[config.mk]
export PLATFORM = sky130hd
export DESIGN_NAME = hostBusIf
export DESIGN_NICKNAME = d
export VERILOG_FILES = /design/src/rtl/hostIfPkg.sv /design/src/rtl/hostCtrl.sv /design/src/rtl/hostRegs.sv /design/src/rtl/hostBusIf.sv
export SDC_FILE = /design/constraint.sdc
export NUM_CORES = 1
export LEC_CHECK = 0
export BUFFER_PORTS_ARGS = -buffer_cell sky130_fd_sc_hd__buf_2
export CAP_MARGIN = 20
export CORE_AREA = 2 2 163 85
export CTS_CLUSTER_SIZE = 25
export DETAILED_ROUTE_END_ITERATION = 7
export DIE_AREA = 0 0 165 87
export PLACE_DENSITY_LB_ADDON = 0.3
export SYNTH_ARGS = -nofsm -noshare
export SYNTH_HDL_FRONTEND = slang
export SYNTH_SLANG_ARGS = --single-unit
[constraint.sdc]
create_clock -name clk -period 2.2 [get_ports clk]
set_input_delay 0.33 -clock clk [delete_from_list [all_inputs] [get_ports clk]]
set_output_delay 0.33 -clock clk [all_outputs]
set_load 0.005 [all_outputs]
[src/rtl/hostIfPkg.sv]
package hostIfPkg;
  localparam int HOST_DATA_W = 8;
  localparam int HOST_ADDR_W = 3;

  typedef struct packed {
    logic                   wrPulse;
    logic                   rdEn;
    logic [HOST_ADDR_W-1:0] regAddr;
  } hostCtl_t;
endpackage

[src/rtl/hostCtrl.sv]
module hostCtrl
  import hostIfPkg::*;
#(
  parameter int ADDR_W = HOST_ADDR_W
) (
  input  logic              clk,
  input  logic              rstN,
  input  logic              busStyle,
  input  logic [ADDR_W-1:0] addrPins,
  input  logic [ADDR_W-1:0] addrData,
  input  logic              rdStrobeN,
  input  logic              wrStrobeN,
  input  logic              csN,
  output hostCtl_t          ctl,
  output logic              dataOe
);
  localparam int ALE_BIT  = ADDR_W - 1;
  localparam int STRAP_BIT = 0;

  logic              muxMode;
  logic              ale;
  logic [ADDR_W-1:0] latchQ;
  logic [ADDR_W-1:0] regAddr;
  logic              rdReq;
  logic              wrReq;
  logic              wrActive;
  logic              wrPrevQ;

  // mode strap sampled while reset is held
  always_ff @(posedge clk) begin
    if (!rstN) muxMode <= ~addrPins[STRAP_BIT];
  end

  assign ale = muxMode & addrPins[ALE_BIT];

  always_ff @(posedge clk or negedge rstN) begin
    if (!rstN)    latchQ <= '0;
    else if (ale) latchQ <= addrData;
  end

  always_comb begin
    if (!muxMode)  regAddr = addrPins;
    else if (ale)  regAddr = addrData;
    else           regAddr = latchQ;
  end

  always_comb begin
    if (busStyle) begin
      rdReq = ~rdStrobeN & wrStrobeN;
      wrReq = ~rdStrobeN & ~wrStrobeN;
    end else begin
      rdReq = ~rdStrobeN;
      wrReq = ~wrStrobeN;
    end
  end

  assign wrActive = ~csN & wrReq;

  always_ff @(posedge clk or negedge rstN) begin
    if (!rstN) wrPrevQ <= 1'b0;
    else       wrPrevQ <= wrActive;
  end

  assign dataOe      = rstN & ~csN & rdReq;
  assign ctl.wrPulse = wrActive & ~wrPrevQ;
  assign ctl.rdEn    = dataOe;
  assign ctl.regAddr = regAddr;
endmodule

[src/rtl/hostRegs.sv]
module hostRegs
  import hostIfPkg::*;
#(
  parameter int DATA_W   = HOST_DATA_W,
  parameter int STAT_IDX = 0,
  parameter int MASK_IDX = 1
) (
  input  logic              clk,
  input  logic              rstN,
  input  hostCtl_t          ctl,
  input  logic [DATA_W-1:0] dataIn,
  input  logic [DATA_W-1:0] eventIn,
  output logic [DATA_W-1:0] dataOut,
  output logic [DATA_W-1:0] statusQ,
  output logic [DATA_W-1:0] maskQ,
  output logic              irqN
);
  localparam int NUM_REGS = 1 << HOST_ADDR_W;

  logic [NUM_REGS-1:0][DATA_W-1:0] regQ;

  for (genvar i = 0; i < NUM_REGS; i++) begin : g_reg
    logic [DATA_W-1:0] q;
    logic              hit;
    assign hit = ctl.wrPulse && (ctl.regAddr == HOST_ADDR_W'(i));
    if (i == STAT_IDX) begin : g_status
      // clear-by-one, with a new event taking precedence
      always_ff @(posedge clk or negedge rstN) begin
        if (!rstN) q <= '0;
        else       q <= (hit ? (q & ~dataIn) : q) | eventIn;
      end
    end else begin : g_plain
      always_ff @(posedge clk or negedge rstN) begin
        if (!rstN)    q <= '0;
        else if (hit) q <= dataIn;
      end
    end
    assign regQ[i] = q;
  end

  assign statusQ = regQ[STAT_IDX];
  assign maskQ   = regQ[MASK_IDX];
  assign irqN    = ~|(statusQ & maskQ);
  assign dataOut = ctl.rdEn ? regQ[ctl.regAddr] : '0;
endmodule

[src/rtl/hostBusIf.sv]
module hostBusIf
  import hostIfPkg::*;
#(
  parameter int DATA_W = HOST_DATA_W,
  parameter int ADDR_W = HOST_ADDR_W
) (
  input  logic              clk,
  input  logic              rstN,
  input  logic              busStyle,
  input  logic [ADDR_W-1:0] addrPins,
  input  logic [DATA_W-1:0] dataIn,
  output logic [DATA_W-1:0] dataOut,
  output logic              dataOe,
  input  logic              rdStrobeN,
  input  logic              wrStrobeN,
  input  logic              csN,
  input  logic [DATA_W-1:0] eventIn,
  output logic              irqN
);
  hostCtl_t          ctlBus;
  logic [DATA_W-1:0] statusQ;
  logic [DATA_W-1:0] maskQ;

  hostCtrl #(.ADDR_W(ADDR_W)) ctrl_i (
    .clk(clk), .rstN(rstN), .busStyle(busStyle), .addrPins(addrPins),
    .addrData(dataIn[ADDR_W-1:0]), .rdStrobeN(rdStrobeN),
    .wrStrobeN(wrStrobeN), .csN(csN), .ctl(ctlBus), .dataOe(dataOe)
  );

  hostRegs #(.DATA_W(DATA_W)) regs_i (
    .clk(clk), .rstN(rstN), .ctl(ctlBus), .dataIn(dataIn),
    .eventIn(eventIn), .dataOut(dataOut), .statusQ(statusQ),
    .maskQ(maskQ), .irqN(irqN)
  );
endmodule

Yosys cells after proc, flatten, opt, wreduce, memory -nomap -nowiden. Index checks and enable logic that the tools add are counted.

Add/sub/neg operators: 0. Multiply operators: 0. Div/mod/pow operators: 0. $lt $le $gt $ge: 1. Equal/unequal tests: 7. Shifts and indexed selects: 0. Multiplexer cells: 8. Bitwise operators: 16. Reduce and logical (&&, ||, !) cells: 11.

Operator list (number): 8-bit binary-select mux with 3-bit select (1); 8-bit 2-to-1 mux (3); 8-bit AND (2); 3-bit == test, second input constant (4); 1-bit logical AND (8); 8-bit NOT (1); 8-bit bitwise OR (1); 8-bit OR reduction (1); 1-bit AND (7); 3-bit by 2-bit == test with 1-bit output, second input constant (2); 3-bit 2-to-1 mux (2); 1-bit NOT (5); 3-bit by 4-bit less-than comparator with 1-bit output, second input constant (1); 3-bit by 1-bit == test with 1-bit output, second input constant (1); 3-bit zero test (1); 1-bit 2-to-1 mux (2); 1-bit zero test (1).

Register bits after elaboration: 69. Latch bits: 0. Memory bits (writable): 0. Memory bits (read-only): 0. Bits of input ports: 25. Output and inout port bits: 10. Word-level logic and storage cells: 54. Memories kept: 0.

Longest topological paths before layout. Gate-level depths: netlist (run 1).

Depth after elaboration: 8. Mapped depth: 7. Gate-level depth less buffers: 4.

By module. A second synthesis (run 1) with hierarchy kept.

Cell total of the unflattened synthesis: 233. Area total of the unflattened synthesis: 3347.0 µm².

By module, submodules not included: hostRegs (times used 1, cells an instance 209, area each 3071.7 µm², sequential area each 1601.5 µm²); hostCtrl (times used 1, cells an instance 24, area each 275.3 µm², sequential area each 130.1 µm²).

Least setup slack after synthesis (run 1). Ideal clock, no wire load.

Path type: reg2out. From: reg ctrl_i.muxMode. To: out dataOut[4]. Arrival: 1.602 ns. Required time: 1.870 ns. Path slack: 0.268 ns. Stages on the path, launching flop included: 8. Buffers on the path: 3. Cells stage by stage: edfxtp_1 -> buf_4 -> nor2b_1 -> buf_2 -> clkbuf_1 -> a211oi_1 -> o311ai_0 -> o32ai_1.

Word-level cells in the longest chain between the ends: 6.

RTL lines: start: declaration (line hostCtrl.sv:20) `logic muxMode;`; start signal: assignment (line hostCtrl.sv:31) `if (!rstN) muxMode <= ~addrPins[STRAP_BIT];`; 1-bit AND (line hostCtrl.sv:34) `assign ale = muxMode & addrPins[ALE_BIT];`; 3-bit 2-to-1 mux; 3-bit 2-to-1 mux (*) (line hostCtrl.sv:42) `if (!muxMode) regAddr = addrPins;`; 8-bit binary-select mux with 3-bit select (*) (line hostRegs.sv:44) `assign dataOut = ctl.rdEn ? regQ[ctl.regAddr] : '0;`; 8-bit 2-to-1 mux (not written as such) (*) (line hostRegs.sv:44); 8-bit 2-to-1 mux (*) (line hostRegs.sv:44); end: declaration (line hostBusIf.sv:12) `output logic [DATA_W-1:0] dataOut,`.

Every way passes the cells marked *; elsewhere a longest branch is shown, timed or not. The select of a mux whose other input is x is not followed.

Final worst setup path (run 1).
From: reg ctrl_i.muxMode. To: out dataOut[6].

Same word-level chain as after synthesis.

==> flow_summary_export.csv, run 1 <==
group,metric,value,unit
status,status,"finished, violations left",
placed_design,dpl_cell_area,0.00455,mm2
sta,setup_viol,8,
detailed_routing,firstDrtPassIters,7,
detailed_routing,routed_wl,13300,um
clocking,cts_tree,"done",
power_and_ir_drop,p_leak,2.14,nW
setup_path,cpPeakStageDelay,0.42,ns
sta,final_hold_viol_count,0,
hold_path,hold_class,"primary input to flop",
synthesis,ys_warn_count,0,
sta,setup_tns,-1.39,ns
setup_path,cp_slowest_cell,"edfxtp_1",
global_route,grt_max_degree,69,
setup_path,endpoint_kind,"output pin",
setup_path,start_kind,"flop",
sta,fin_crit_sh,109,%
power_and_ir_drop,finalPower,4.83,mW
sta,relSlewSlack,40.3,%
placed_design,dp.cells,565,
finish,area_growth_syn_to_layout,28.2,%
die,die_x,165,um
setup_path,path_buf_inv,3,
sta,fin_ws,-0.192,ns
clocking,clockBufferDepth,2,
global_route,gr-usage-all-layers,19.4,%
synthesis,ys.flop_type,"dfrtp_1",
clocking,h-tree-depth,3,
placed_design,dp_hpwl,8800,um
sta,finClkSkew,0.00660,ns
die,core_area,0.0131,mm2
die,ios,35,
synthesis,ys_types,39,
detailed_routing,ant_nets,0,
synthesis,synth_area,0.00407,mm2
clocking,clock-sinks,69,
global_route,grt_pass1_wl,20400,um
clocking,clk_pin_slew,0.06,ns
status,violations,"setup timing",
finish,fin_cells,592,
setup_path,worst_ep_required_time,1.87,ns
sta,hold-worst-slack,0.170,ns
clocking,ctsHoldBuffers,0,
clocking,clk_latency,0.34,ns
sta,finalCriticalPeriod,2.39,ns
finish,fin_util,39.9,%
synthesis,syn_avg_cell_area,11.4,um2
die,dieHeight,87,um
detailed_routing,route.detailed.drc,0,
power_and_ir_drop,ir_drop,420,uV
detailed_routing,vias,3306,
sta,grt_setup_unrepaired,"yes",
job,maxCapViolations,0,
setup_path,path_delay_family,"buffers and inverters",
global_route,grt_pass1_vias,3304,
setup_path,path_class,"flop to output pin",
synthesis,syn_nets,383,
power_and_ir_drop,powerDensity,925,mW/mm2
placed_design,place_ws,-0.126,ns
finish,diodes,0,
global_route,grt-ovfl-total,0,
synthesis,async_reset_ff_share,98.6,%
synthesis,ys_ff_latch,69,
synthesis,synthCells,358,
finish,postLayoutCellArea,0.00522,mm2
setup_path,arrival,2.06,ns
clocking,clock_tree.root_cell,"clkbuf_16",
finish,layout.nets,436,
detailed_routing,wl_per_cell,22.4,um
clocking,numCtsBuffers,9,
synthesis,synth-edff-count,1,
setup_path,reg2reg_setup_slack,0.16,ns
sta,drv_slew,0,
placed_design,port_buffers,34,
sta,fmax,0.418,GHz
die,fp-row-count,30,
die,die_area,0.0144,mm2
synthesis,synth_seq_area_share,42.5,%
setup_path,crit_chain,"buf_2 -> a21o_1 -> and2_1 -> nand2b_1 -> buf_6 -> o32ai_2 -> buf_2",
placed_design,place_congestion,0.892,
global_route,antenna_found_initial,0,
finish,fillers,1263,
detailed_routing,avgViaCountPerCell,5.58,
die,initial_core_util,31.1,%
setup_path,cpMostUsedCell,"buf_2",
detailed_routing,drt_iter0_drc,444,
finish,drive_above_1_share,47.1,%
setup_path,critical_path.max_fanout,8,
sta,worst_pin_slew,0.896,ns
[cell usage after synthesis, types with 2 or more instances]
| cell type | number | area [um2] |
|---|---|---|
| buf_12 | 2 | 40.0 |
| clkbuf_1 | 10 | 37.5 |
| buf_6 | 3 | 33.8 |
| o21ai_0 | 8 | 40.0 |
| a22o_1 | 8 | 70.1 |
| a22oi_1 | 12 | 90.1 |
| nand2_1 | 17 | 63.8 |
| nand4_1 | 8 | 50.1 |
| and4_1 | 9 | 78.8 |
| a211oi_1 | 25 | 188 |
| nor3_1 | 8 | 40.0 |
| o32ai_1 | 8 | 70.1 |
| buf_2 | 14 | 70.1 |
| a21o_1 | 10 | 75.1 |
| mux2_4 | 16 | 240 |
| a2111oi_4 | 2 | 55.1 |
| nor3_4 | 2 | 32.5 |
| nand3_4 | 2 | 35.0 |
| mux2_2 | 44 | 495 |
| a21oi_1 | 9 | 45.0 |
| dfrtp_1 | 68 | 1700 |
| inv_1 | 19 | 71.3 |
| a21oi_4 | 2 | 32.5 |
| and3_4 | 2 | 22.5 |
| and3_2 | 2 | 15.0 |
| mux2i_1 | 9 | 90.1 |
| buf_4 | 4 | 30.0 |
| o311ai_0 | 8 | 70.1 |
| nand3_1 | 17 | 85.1 |
[layer usage]
metal	track usage [%]	vias up	routed length (um)
met5	0	-	0
met4	4.19	0	125
met3	5.90	15	1210
met2	26.4	166	5380
met1	29.7	1661	6540
li1	-	1464	-
[path summary, 6_finish.rpt]
path,from,to,cells past startpoint
setup / recovery,ctrl_i.muxMode,dataOut[6],7
hold / removal,eventIn[6],regs_i.statusQ[6],2
hold reg to reg,regs_i.g_reg[7].q[4],regs_i.g_reg[7].q[4],1
max in group asynchronous,rstN,regs_i.g_reg[6].q[1],2
setup reg to reg,ctrl_i.muxMode,regs_i.g_reg[6].q[1],9
min in group asynchronous,rstN,regs_i.statusQ[5],2
[cells by family after synthesis]
| group | synth area share, % |
|---|---|
| muxes | 20.8 |
| buffers and inverters | 7.06 |
| DFF | 42.5 |
| AOI/OAI and AO/OA | 18.3 |
| and+or+nand+nor | 11.3 |
[state kept, by name (all words and copies together), names as in the netlist]
| signal | count |
|---|---|
| ctrl_i.latchQ | 3 |
| ctrl_i.wrPrevQ | 1 |
| regs_i.statusQ | 8 |
| ctrl_i.muxMode | 1 |
| regs_i.g.q | 48 |
| regs_i.maskQ | 8 |
[worst register-to-register path: stages, from the launching register on]
cell and delay [ns]:
edfxtp_1 0.42, buf_6 0.16, nor2_4 0.11, buf_12 0.15, a21oi_4 0.05, buf_12 0.16, buf_4 0.17, nor3_4 0.15
buf_4 0.22, mux2_2 0.35
[cell usage in the layout, fill, tap and decap left out, types with 2 or more instances in the layout]
master and count:
dfrtp_1 68, buf_2 35, buf_6 6, inv_6 3, nor3_2 2, o21ai_0 7
nand3_1 17, a22oi_1 12, mux2_4 16, a21oi_4 2, mux2i_1 9, a22o_1 8
buf_12 7, o311ai_2 7, a2111oi_4 2, a211oi_2 6, and4_1 7, clkbuf_16 10
nand2_1 17, and3_4 2, o32ai_4 4, clkinvlp_4 3, nor3_1 6, nor3_4 2
a211oi_4 2, a21o_1 10, buf_4 26, and3_2 2, o32ai_2 4, inv_1 19
a211oi_1 17, mux2_2 44, nand4_1 8, nand3_4 2, a21oi_1 9
[power by group]
part	switching (mW)	internal [mW]
registers	0.310	1.66
clock network	0.612	0.777
logic	0.709	0.761
total	1.63	3.20
[what timing repair did]
| action | 4_1_cts | 5_1_grt |
|---|---|---|
| gates resized for setup | 42 | 15 |
| endpoints found under the hold margin | 0 | 0 |
| buffers inserted | 10 | 1 |
| pin swaps | 5 | 5 |
| setup endpoints to repair | 8 | 16 |
| cloned | 1 | 1 |
[layout make-up]
class | instances | area [um2] | share of cell area (%)
multi-input combinational | 236 | 2300 | 44.0
sequential | 69 | 1730 | 33.2
timing repair buffer | 76 | 618 | 11.8
clock buffer | 9 | 225 | 4.31
tap | 176 | 220 | 4.22
inverter | 19 | 71.3 | 1.37
clock inverter | 7 | 57.6 | 1.10
No activity file was read; power rests on OpenSTA's default activity.
==> run 2: changes to the inputs <==
--- a/config.mk
+++ b/config.mk
@@ -7,10 +7,10 @@
 export LEC_CHECK = 0
 export BUFFER_PORTS_ARGS = -buffer_cell sky130_fd_sc_hd__buf_2
 export CAP_MARGIN = 20
-export CORE_AREA = 2 2 163 85
+export CORE_AREA = 2 2 122 113
 export CTS_CLUSTER_SIZE = 25
 export DETAILED_ROUTE_END_ITERATION = 7
-export DIE_AREA = 0 0 165 87
+export DIE_AREA = 0 0 124 115
 export PLACE_DENSITY_LB_ADDON = 0.3
 export SYNTH_ARGS = -nofsm -noshare
 export SYNTH_HDL_FRONTEND = slang
==> run 2 against run 1 <==
Effect of this change: the flow still finishes with violations (setup timing); power shrank 2.7%; clock skew fell by 0.00097 ns; critical path depth shrank 1; maximum frequency increased by 2.9%; sequential power about the same; final area rose by 0.36%; worst hold slack better by 0.011 ns; largest cell class unchanged; largest power group unchanged.
==> flow_summary_export.csv, run 2 (synthesized netlist as in run 1, its figures left out) <==
group,metric,value,unit
clocking,clockBufferDepth,2,
global_route,grt_pass1_vias,3258,
die,ios,35,
clocking,ctsHoldBuffers,0,
job,maxCapViolations,0,
setup_path,cp_slowest_cell,"dfrtp_1",
setup_path,arrival,1.99,ns
placed_design,dp_hpwl,7860,um
hold_path,hold_class,"primary input to flop",
finish,diodes,0,
setup_path,worst_ep_required_time,1.87,ns
die,fp-row-count,40,
power_and_ir_drop,p_leak,2.17,nW
clocking,clk_pin_slew,0.06,ns
global_route,grt_pass1_wl,18900,um
sta,worst_pin_slew,0.877,ns
setup_path,path_delay_family,"compound AO/OA/AOI/OAI gates",
finish,area_growth_syn_to_layout,28.6,%
clocking,h-tree-depth,3,
setup_path,path_buf_inv,2,
detailed_routing,drt_iter0_drc,250,
finish,largest_reg_flops,48,
placed_design,dp.cells,564,
finish,final-seq-area,0.00173,mm2
sta,relSlewSlack,41.5,%
sta,fin_ws,-0.124,ns
status,violations,"setup timing",
detailed_routing,vias,3189,
die,initial_core_util,31.3,%
sta,grt_setup_unrepaired,"yes",
setup_path,endpoint_kind,"output pin",
clocking,cts_tree,"done",
die,die_x,124,um
finish,layout.nets,437,
sta,finalCriticalPeriod,2.32,ns
setup_path,start_kind,"flop",
global_route,grt-ovfl-total,0,
sta,finClkSkew,0.00563,ns
detailed_routing,wl_per_cell,20.2,um
clocking,clock-sinks,69,
finish,drive_above_1_share,48.1,%
sta,final_hold_viol_count,0,
die,dieHeight,115,um
detailed_routing,ant_nets,0,
setup_path,cpPeakStageDelay,0.41,ns
detailed_routing,routed_wl,11800,um
global_route,grt_max_degree,69,
finish,layout_common_cells,"dfrtp_1, mux2_2, buf_2",
placed_design,place_congestion,0.820,
power_and_ir_drop,finalPower,4.70,mW
global_route,antenna_found_initial,0,
power_and_ir_drop,ir_drop,347,uV
setup_path,crit_chain,"mux2_4 -> buf_4 -> a211oi_4 -> o311ai_4 -> o32ai_2 -> buf_2",
detailed_routing,firstDrtPassIters,4,
setup_path,critical_path.max_fanout,10,
finish,layout_commonest_cell,"dfrtp_1",
setup_path,path_class,"flop to output pin",
sta,setup_viol,8,
finish,fillers,1259,
global_route,gr-usage-all-layers,17.6,%
status,status,"finished, violations left",
die,die_area,0.0143,mm2
power_and_ir_drop,powerDensity,897,mW/mm2
detailed_routing,avgViaCountPerCell,5.46,
finish,regMostFlops,"regs_i.g.q",
sta,fin_crit_sh,106,%
sta,fmax,0.430,GHz
sta,drv_slew,0,
clocking,numCtsBuffers,9,
clocking,clk_latency,0.33,ns
detailed_routing,route.detailed.drc,0,
sta,hold-worst-slack,0.181,ns
finish,multiInputGateArea,0.00231,mm2
die,core_area,0.0130,mm2
placed_design,port_buffers,34,
finish,fin_cells,584,
clocking,clock_tree.root_cell,"clkbuf_16",
-- run 2: cell types whose count changed in the layout (fill, tap and decap cells not counted), sizes merged --
cell / previous run / this run
clkbuf: 10 / 15
inv: 22 / 19
clkinv: 1 / 2
clkinvlp: 3 / 0
-- run 2: worst paths after layout --
| path | from | endpoint | slack [ns] | cells past startpoint |
|---|---|---|---|---|
| setup / recovery | ctrl_i.latchQ[0] | dataOut[2] | -0.12 | 6 |
| hold / removal | eventIn[2] | regs_i.statusQ[2] | 0.18 | 2 |
| setup reg to reg | ctrl_i.muxMode | regs_i.g_reg[6].q[0] | 0.15 | 7 |
| hold reg to reg | ctrl_i.latchQ[1] | ctrl_i.latchQ[1] | 0.50 | 1 |
| max in group asynchronous | rstN | regs_i.g_reg[3].q[2] | 1.41 | 2 |
| min in group asynchronous | rstN | regs_i.g_reg[5].q[5] | 0.23 | 2 |
-- run 2: area by class of cell --
| type | count | share of cell area, % |
|---|---|---|
| clock buffer | 13 | 4.78 |
| clock inverter | 2 | 0.191 |
| inverter | 19 | 1.36 |
| multi-input combinational | 236 | 44.1 |
| sequential | 69 | 33.0 |
| tap | 168 | 4.01 |
| timing repair buffer | 77 | 12.5 |
-- run 2: worst reg2reg max path: cells and delay by family (launching register included) --
family,cells,cell delay [ns]
flops,1,0.42
mux,1,0.34
buf+inv,4,0.73
simple gates,1,0.22
compound gates,1,0.24
-- run 2: metal layers --
metal  GRT usage (%)  vias up  routed length (um)
li1                -     1462                   -
met1            24.6     1629                5400
met2            28.1       88                5750
met3            3.67       10                 511
met4            4.42        0                 161
met5               0        -                   0
-- run 2: power breakdown --
group | internal [mW] | total, mW | leakage [nW] | switching, mW
Sequential | 1.66 | 1.96 | 0.832 | 0.299
Clock | 0.784 | 1.30 | 0.129 | 0.512
Combinational | 0.773 | 1.44 | 1.21 | 0.670
Total | 3.22 | 4.70 | 2.17 | 1.48
-- run 2: through the flow --
| stage | setup slack, ns | setup TNS (ns) | instance area (um2) | utilization [%] |
|---|---|---|---|---|
| floorplan | 0.268 | 0 | 4070 | - |
| global placement | -0.0527 | -0.194 | 4630 | 35.5 |
| detailed placement | -0.0808 | -0.266 | 4630 | 35.5 |
| CTS | -0.111 | -0.778 | 5120 | 39.4 |
| global route | -0.192 | -1.40 | 5240 | 40.3 |
| finish | -0.124 | -0.821 | 5240 | 40.3 |
-- run 2: timing repair --
action / in CTS / in global routing
resized for setup: 49 / 12
pin swaps: 8 / 6
hold endpoints to repair: 0 / 0
cloned: 0 / 2
setup endpoints to repair: 8 / 8
buffers inserted: 3 / 0
